## config.mk

```make
export PLATFORM = sky130hd
export DESIGN_NAME = lane_sot_seq
export DESIGN_NICKNAME = d
export VERILOG_FILES = /design/src/rtl/lane_sot_pkg.sv /design/src/rtl/lane_timing_hold.sv /design/src/rtl/lane_dwell_timer.sv /design/src/rtl/lane_sot_seq.sv
export SDC_FILE = /design/constraint.sdc
export NUM_CORES = 1
export LEC_CHECK = 0
export BUFFER_PORTS_ARGS = -buffer_cell sky130_fd_sc_hd__buf_2
export CAP_MARGIN = 20
export CORE_ASPECT_RATIO = 1.75
export CORE_MARGIN = 10
export CORE_UTILIZATION = 29
export CTS_CLUSTER_DIAMETER = 100
export DETAILED_ROUTE_END_ITERATION = 8
export GPL_ROUTABILITY_DRIVEN = 1
export MAX_ROUTING_LAYER = met4
export PLACE_DENSITY_LB_ADDON = 0.08
export SYNTH_ARGS = -nofsm -noshare
export SYNTH_HDL_FRONTEND = slang
export SYNTH_SLANG_ARGS = --single-unit
```

## constraint.sdc

```tcl
create_clock -name clk -period 3.85 [get_ports clk]
set_input_delay 0.5775 -clock clk [delete_from_list [all_inputs] [get_ports clk]]
set_output_delay 0.5775 -clock clk [all_outputs]
set_load 0.02 [all_outputs]
```

## src/rtl/lane_sot_pkg.sv

```systemverilog
package lane_sot_pkg;

  // Codes presented on lane_state; the order is the handshake order.
  typedef enum logic [2:0] {
    LN_STOP   = 3'd0,
    LN_REQ    = 3'd1,
    LN_BRIDGE = 3'd2,
    LN_PREP   = 3'd3,
    LN_ZERO   = 3'd4,
    LN_DATA   = 3'd5,
    LN_TRAIL  = 3'd6
  } lane_code_e;

  typedef enum logic [3:0] {
    S_IDLE,
    S_LP01,
    S_LP00,
    S_PREP,
    S_ZERO,
    S_SYNC,
    S_DATA,
    S_TRAIL,
    S_EXIT
  } seq_st_e;

  // Index of each duration field in {hs_timing, lp_timing}.
  localparam int F_EXIT  = 0;
  localparam int F_LPX   = 1;
  localparam int F_TRAIL = 2;
  localparam int F_ZERO  = 3;
  localparam int F_PREP  = 4;
  localparam int NUM_FIELDS = 5;

endpackage

```

## src/rtl/lane_timing_hold.sv

```systemverilog
// Captures the duration fields while the lane is idle and presents each one
// as (cycles - 1), with a zero field treated as a one-cycle duration.
module lane_timing_hold #(
  parameter int FW = 8
) (
  input  logic            clk,
  input  logic            rst,
  input  logic            capture,
  input  logic [3*FW-1:0] hs_word,
  input  logic [2*FW-1:0] lp_word,
  output logic [FW-1:0]   lpx_now_m1,
  output logic [FW-1:0]   exit_m1,
  output logic [FW-1:0]   lpx_m1,
  output logic [FW-1:0]   trail_m1,
  output logic [FW-1:0]   zero_m1,
  output logic [FW-1:0]   prep_m1
);
  import lane_sot_pkg::*;

  localparam int CAT_W = 5 * FW;

  logic [CAT_W-1:0] cat;
  logic [FW-1:0]    raw_q [NUM_FIELDS];
  logic [FW-1:0]    m1    [NUM_FIELDS];
  logic [FW-1:0]    lpx_live;

  assign cat = {hs_word, lp_word};

  for (genvar gi = 0; gi < NUM_FIELDS; gi++) begin : g_field
    always_ff @(posedge clk) begin
      if (rst)          raw_q[gi] <= '0;
      else if (capture) raw_q[gi] <= cat[gi*FW +: FW];
    end
    assign m1[gi] = (raw_q[gi] == '0) ? '0 : raw_q[gi] - FW'(1);
  end

  // Bypass for the first dwell, which is loaded on the capture edge itself.
  assign lpx_live   = cat[F_LPX*FW +: FW];
  assign lpx_now_m1 = (lpx_live == '0) ? '0 : lpx_live - FW'(1);

  assign exit_m1  = m1[F_EXIT];
  assign lpx_m1   = m1[F_LPX];
  assign trail_m1 = m1[F_TRAIL];
  assign zero_m1  = m1[F_ZERO];
  assign prep_m1  = m1[F_PREP];

endmodule

```

## src/rtl/lane_dwell_timer.sv

```systemverilog
// Single shared down-counter; a load of N gives N+1 cycles before expiry.
module lane_dwell_timer #(
  parameter int W = 8
) (
  input  logic         clk,
  input  logic         rst,
  input  logic         load,
  input  logic [W-1:0] load_val,
  output logic         expired
);
  logic [W-1:0] cnt_q;

  always_ff @(posedge clk) begin
    if (rst)                cnt_q <= '0;
    else if (load)          cnt_q <= load_val;
    else if (cnt_q != '0)   cnt_q <= cnt_q - W'(1);
  end

  assign expired = (cnt_q == '0);

endmodule

```

## src/rtl/lane_sot_seq.sv

```systemverilog
module lane_sot_seq #(
  parameter int           FIELD_W   = 8,
  parameter int           DATA_W    = 8,
  parameter logic [7:0]   SYNC_BYTE = 8'hB8
) (
  input  logic                 clk,
  input  logic                 rst,
  input  logic [3*FIELD_W-1:0] hs_timing,
  input  logic [2*FIELD_W-1:0] lp_timing,
  input  logic                 burst_req,
  input  logic [DATA_W-1:0]    tx_data,
  input  logic                 tx_valid,
  input  logic                 tx_last,
  output logic                 tx_ready,
  output logic [2:0]           lane_state,
  output logic [DATA_W-1:0]    hs_byte
);
  import lane_sot_pkg::*;

  localparam logic [DATA_W-1:0] SYNC_W = DATA_W'(SYNC_BYTE);

  seq_st_e            st_q, st_n;
  lane_code_e         ln_q, ln_n;
  logic [DATA_W-1:0]  by_q, by_n;
  logic               last_bit_q, last_bit_n;
  logic               ld;
  logic [FIELD_W-1:0] ld_val;
  logic               expired;
  logic [FIELD_W-1:0] lpx_now_m1, exit_m1, lpx_m1, trail_m1, zero_m1, prep_m1;
  logic [DATA_W-1:0]  trail_byte;

  lane_timing_hold #(.FW(FIELD_W)) u_hold (
    .clk        (clk),
    .rst        (rst),
    .capture    (st_q == S_IDLE),
    .hs_word    (hs_timing),
    .lp_word    (lp_timing),
    .lpx_now_m1 (lpx_now_m1),
    .exit_m1    (exit_m1),
    .lpx_m1     (lpx_m1),
    .trail_m1   (trail_m1),
    .zero_m1    (zero_m1),
    .prep_m1    (prep_m1)
  );

  lane_dwell_timer #(.W(FIELD_W)) u_timer (
    .clk      (clk),
    .rst      (rst),
    .load     (ld),
    .load_val (ld_val),
    .expired  (expired)
  );

  assign trail_byte = {DATA_W{~last_bit_q}};

  always_comb begin
    st_n       = st_q;
    ln_n       = LN_STOP;
    by_n       = '0;
    last_bit_n = last_bit_q;
    ld         = 1'b0;
    ld_val     = '0;
    case (st_q)
      S_IDLE: begin
        if (burst_req) begin
          st_n = S_LP01; ld = 1'b1; ld_val = lpx_now_m1;
        end
      end
      S_LP01: begin
        ln_n = LN_REQ;
        if (expired) begin
          st_n = S_LP00; ld = 1'b1; ld_val = lpx_m1;
        end
      end
      S_LP00: begin
        ln_n = LN_BRIDGE;
        if (expired) begin
          st_n = S_PREP; ld = 1'b1; ld_val = prep_m1;
        end
      end
      S_PREP: begin
        ln_n = LN_PREP;
        if (expired) begin
          st_n = S_ZERO; ld = 1'b1; ld_val = zero_m1;
        end
      end
      S_ZERO: begin
        ln_n = LN_ZERO;
        if (expired) st_n = S_SYNC;
      end
      S_SYNC: begin
        ln_n       = LN_DATA;
        by_n       = SYNC_W;
        last_bit_n = SYNC_W[DATA_W-1];
        st_n       = S_DATA;
      end
      S_DATA: begin
        if (tx_valid) begin
          ln_n       = LN_DATA;
          by_n       = tx_data;
          last_bit_n = tx_data[DATA_W-1];
          if (tx_last) begin
            st_n = S_TRAIL; ld = 1'b1; ld_val = trail_m1;
          end
        end else begin
          // Underrun: this cycle already counts as the first trail cycle.
          ln_n = LN_TRAIL;
          by_n = trail_byte;
          ld   = 1'b1;
          if (trail_m1 == '0) begin
            st_n = S_EXIT; ld_val = exit_m1;
          end else begin
            st_n = S_TRAIL; ld_val = trail_m1 - FIELD_W'(1);
          end
        end
      end
      S_TRAIL: begin
        ln_n = LN_TRAIL;
        by_n = trail_byte;
        if (expired) begin
          st_n = S_EXIT; ld = 1'b1; ld_val = exit_m1;
        end
      end
      S_EXIT: begin
        if (expired) st_n = S_IDLE;
      end
      default: st_n = S_IDLE;
    endcase
  end

  always_ff @(posedge clk) begin
    if (rst) begin
      st_q       <= S_IDLE;
      ln_q       <= LN_STOP;
      by_q       <= '0;
      last_bit_q <= 1'b0;
    end else begin
      st_q       <= st_n;
      ln_q       <= ln_n;
      by_q       <= by_n;
      last_bit_q <= last_bit_n;
    end
  end

  assign tx_ready   = (st_q == S_DATA);
  assign lane_state = ln_q;
  assign hs_byte    = by_q;

endmodule

```

==> summary.txt <==
Final layout
  – Layout cells sized above 1: 0.186
  – Area Growth Syn to Fin: 19.4%
  – Commonest cells after routing, fill and taps aside: buf_2, edfxtp_1, and2_1
  – Nets@finish: 601
  – Commonest non-fill, non-tap cell in the layout: buf_2
  – N_diodes: 0
  – Final core utilization: 0.352
  – Fin area: 5060 sq um

Pwr
  – Switching share of power: 0.417
  – Comb power frac: 0.476
  – PwrDens: 808 nW/um^2
  – IR drop worst, VDD: 0.000253 V
  – Clk pwr share: 0.214
  – Total power: 4.08 mW
  – Seq pwr share: 0.310
  – Int Power: 2.38 mW
  – Net Sw Power: 1.70 mW
  – Pleak: 1.94 nW

Global routing
  – Largest net degree at the start of global routing: 41
  – M2 GR Usage: 0.227
  – GRT busiest layer: met2
  – Vias in the first global route: 3796
  – Global Route met1 Usage: 0.129
  – First-pass GRT wire length: 20100 microns
  – Gr ovfl total: 0
  – GR Util met3: 0.0253
  – Antenna violations before repair: 0
  – Gr usage total: 0.128

Clock tree
  – Postcts setup bufs: 0
  – Clk root buf: clkbuf_16
  – H-tree depth: 3
  – Total CTS buffers: 9
  – Clock sinks: 64
  – TritonCTS clock tree: built
  – Post-CTS Hold Buffers: 0
  – Clk_lat worst skew: 340 ps
  – Reg clk slew, reported paths: 60 ps
  – Clock buffer depth: 2
  – Post-CTS Resized: 0

Critical path
  – Crit Path Category: reg -> reg
  – Type of origin of the critical path: flip-flop
  – Crit-path cells: inv_1 > ha_1 > nor4b_1 > nand2_1 > nand2_1 > ha_1 > nand4_2 > a211oi_4 > mux2_4 > a2111oi_2 > a211oi_1
  – CP Capture Type: flip-flop
  – Critical-path top delay cell: edfxtp_1
  – Worst path arrival time: 3690 ps
  – Crit Path Max Fanout: 9
  – Required time worst endpoint: 4050 ps
  – Max incr delay on CP: 480 ps

Timing
  – Slew margin rel.: 0.371
  – Least-Margin Pin Slew: 944 ps
  – RSZ-0062 raised after global routing: false
  – Fin crit share: 0.906
  – Final min period: 3490 ps
  – Setup TNS: 0 ps
  – Final setup vio count: 0
  – Slew Limit Fails: 0
  – Clk_skew: 8.13 ps
  – Final Hold Vio Count: 0
  – Fmax achieved: 287 MHz

Drt
  – Routed len/inst: 17.8 microns
  – Via Count: 3674
  – Via density: 5.12
  – Number of remaining DRC errors: 0
  – First-pass DRT Iterations: 4
  – Starting DRC count in detailed routing: 128
  – ANT nets after route: 0
  – Routed WL: 12800 microns

Yosys
  – Post-synth cell types: 65
  – Dominant synthesized flop cell: edfxtp_1
  – Post-synthesis cell count: 471
  – Post-Syn Area: 4240 sq um
  – Syn nets: 540
  – Post-synth EDFFs: 40
  – Mean Syn Cell Area: 8.99 sq um
  – Sequential share of the synthesized area: 0.397
  – Synth Register Bits: 64
  – Yosys warnings: 0
  – Asr flop ratio synth: 0

Run status
  – Status: finished, final reports clean

Floorplan
  – Top Ports: 65
  – Die height: 180 microns
  – Initial Util: 0.295
  – Core Area: 14400 sq um
  – Row count: 58
  – Die area: 20000 sq um
  – Die Span X: 111 microns

Hold path
  – Hold Crit Class: in -> reg

Place
  – Post-DP HPWL: 10200 microns
  – Port buffer count: 64
  – Final RePlAce weighted congestion: 0.918
  – Placed cell areas: 4730 sq um

Run
  – Max Cap Viol: 0
==> synthesized netlist by cell type, drive strengths merged, types with 5 or more instances <==
library cell | number | area share
dfxtp | 24 | 0.11
o22ai | 11 | 0.016
a211oi | 7 | 0.015
nand2b | 11 | 0.016
clkbuf | 13 | 0.012
nor2 | 36 | 0.032
and2 | 38 | 0.056
or3 | 11 | 0.016
edfxtp | 40 | 0.28
o21ai | 22 | 0.028
nand3 | 7 | 0.0083
nor4 | 11 | 0.018
buf | 5 | 0.0068
inv | 23 | 0.020
xor2 | 14 | 0.029
or4 | 7 | 0.013
nor3 | 24 | 0.030
a21oi | 31 | 0.038
xnor2 | 23 | 0.048
nor3b | 6 | 0.011
ha | 16 | 0.047
nand2 | 36 | 0.032
==> metal layers <==
metal,share of wire,vias up
met5,0,-
met1,0.39,1707
met2,0.53,107
met4,0.040,0
met3,0.043,31
li1,-,1829
==> logic make-up after synthesis <==
logic type / share of synthesized area
buf+inv: 0.0387
fa+ha+maj: 0.0496
xor+xnor: 0.0765
compound gates: 0.166
mux: 0.0109
simple gates: 0.261
flops: 0.397
==> power by group through the flow <==
stage / sequential (mW) / combinational, mW / clock, mW
2_1_floorplan: 1.19 / 1.47 / 0
3_3_place_gp: 1.27 / 1.95 / 0
3_5_place_dp: 1.27 / 1.94 / 0
4_1_cts: 1.26 / 1.96 / 0.889
5_1_grt: 1.30 / 2.16 / 0.917
6_report: 1.26 / 1.94 / 0.875
==> stage by stage <==
stage                     hold slack [ps]  std cells  setup slack [ps]
after global placement                570        700               506
after detailed placement              586        700               383
final                                 514        717               361
after floorplan                       508        471               908
after CTS                             508        716               356
after global routing                  510        717              25.7
==> layout make-up <==
class	instances	area, sq um
multi-input combinational	366	2390
sequential	64	1680
fill	1500	9310
clock buffer	10	229
tap	180	225
clock inverter	6	83.8
inverter	23	86.3
timing repair buffer	68	358
==> worst max-delay path, delay by kind of cell (launching register included) <==
family	cells	cell delay, ps
adder cells (fa/ha/maj)	2	410
AO/OA/AOI/OAI	3	900
AND/OR/NAND/NOR	4	1060
buffers and inverters	1	140
flip-flops	1	480
multiplexers	1	350
==> flip-flops by register name, summed over array words and instances, names as in the netlist <==
| signal | cells |
|---|---|
| u_timer.cnt_q | 8 |
| last_bit_q | 1 |
| hs_byte | 8 |
| st_q | 4 |
| lane_state | 3 |
| u_hold.raw_q | 40 |
==> final timing paths <==
path,startpoint,endpoint,slack (ps),cells after the start
hold reg to reg,last_bit_q,last_bit_q,590,2
hold / removal,hs_timing[22],u_hold.raw_q[4][6],510,2
setup / recovery,u_hold.raw_q[2][0],u_timer.cnt_q[0],360,11
setup reg to reg,u_hold.raw_q[2][0],u_timer.cnt_q[0],360,11
Note: power is estimated with default switching activity, not from simulation.
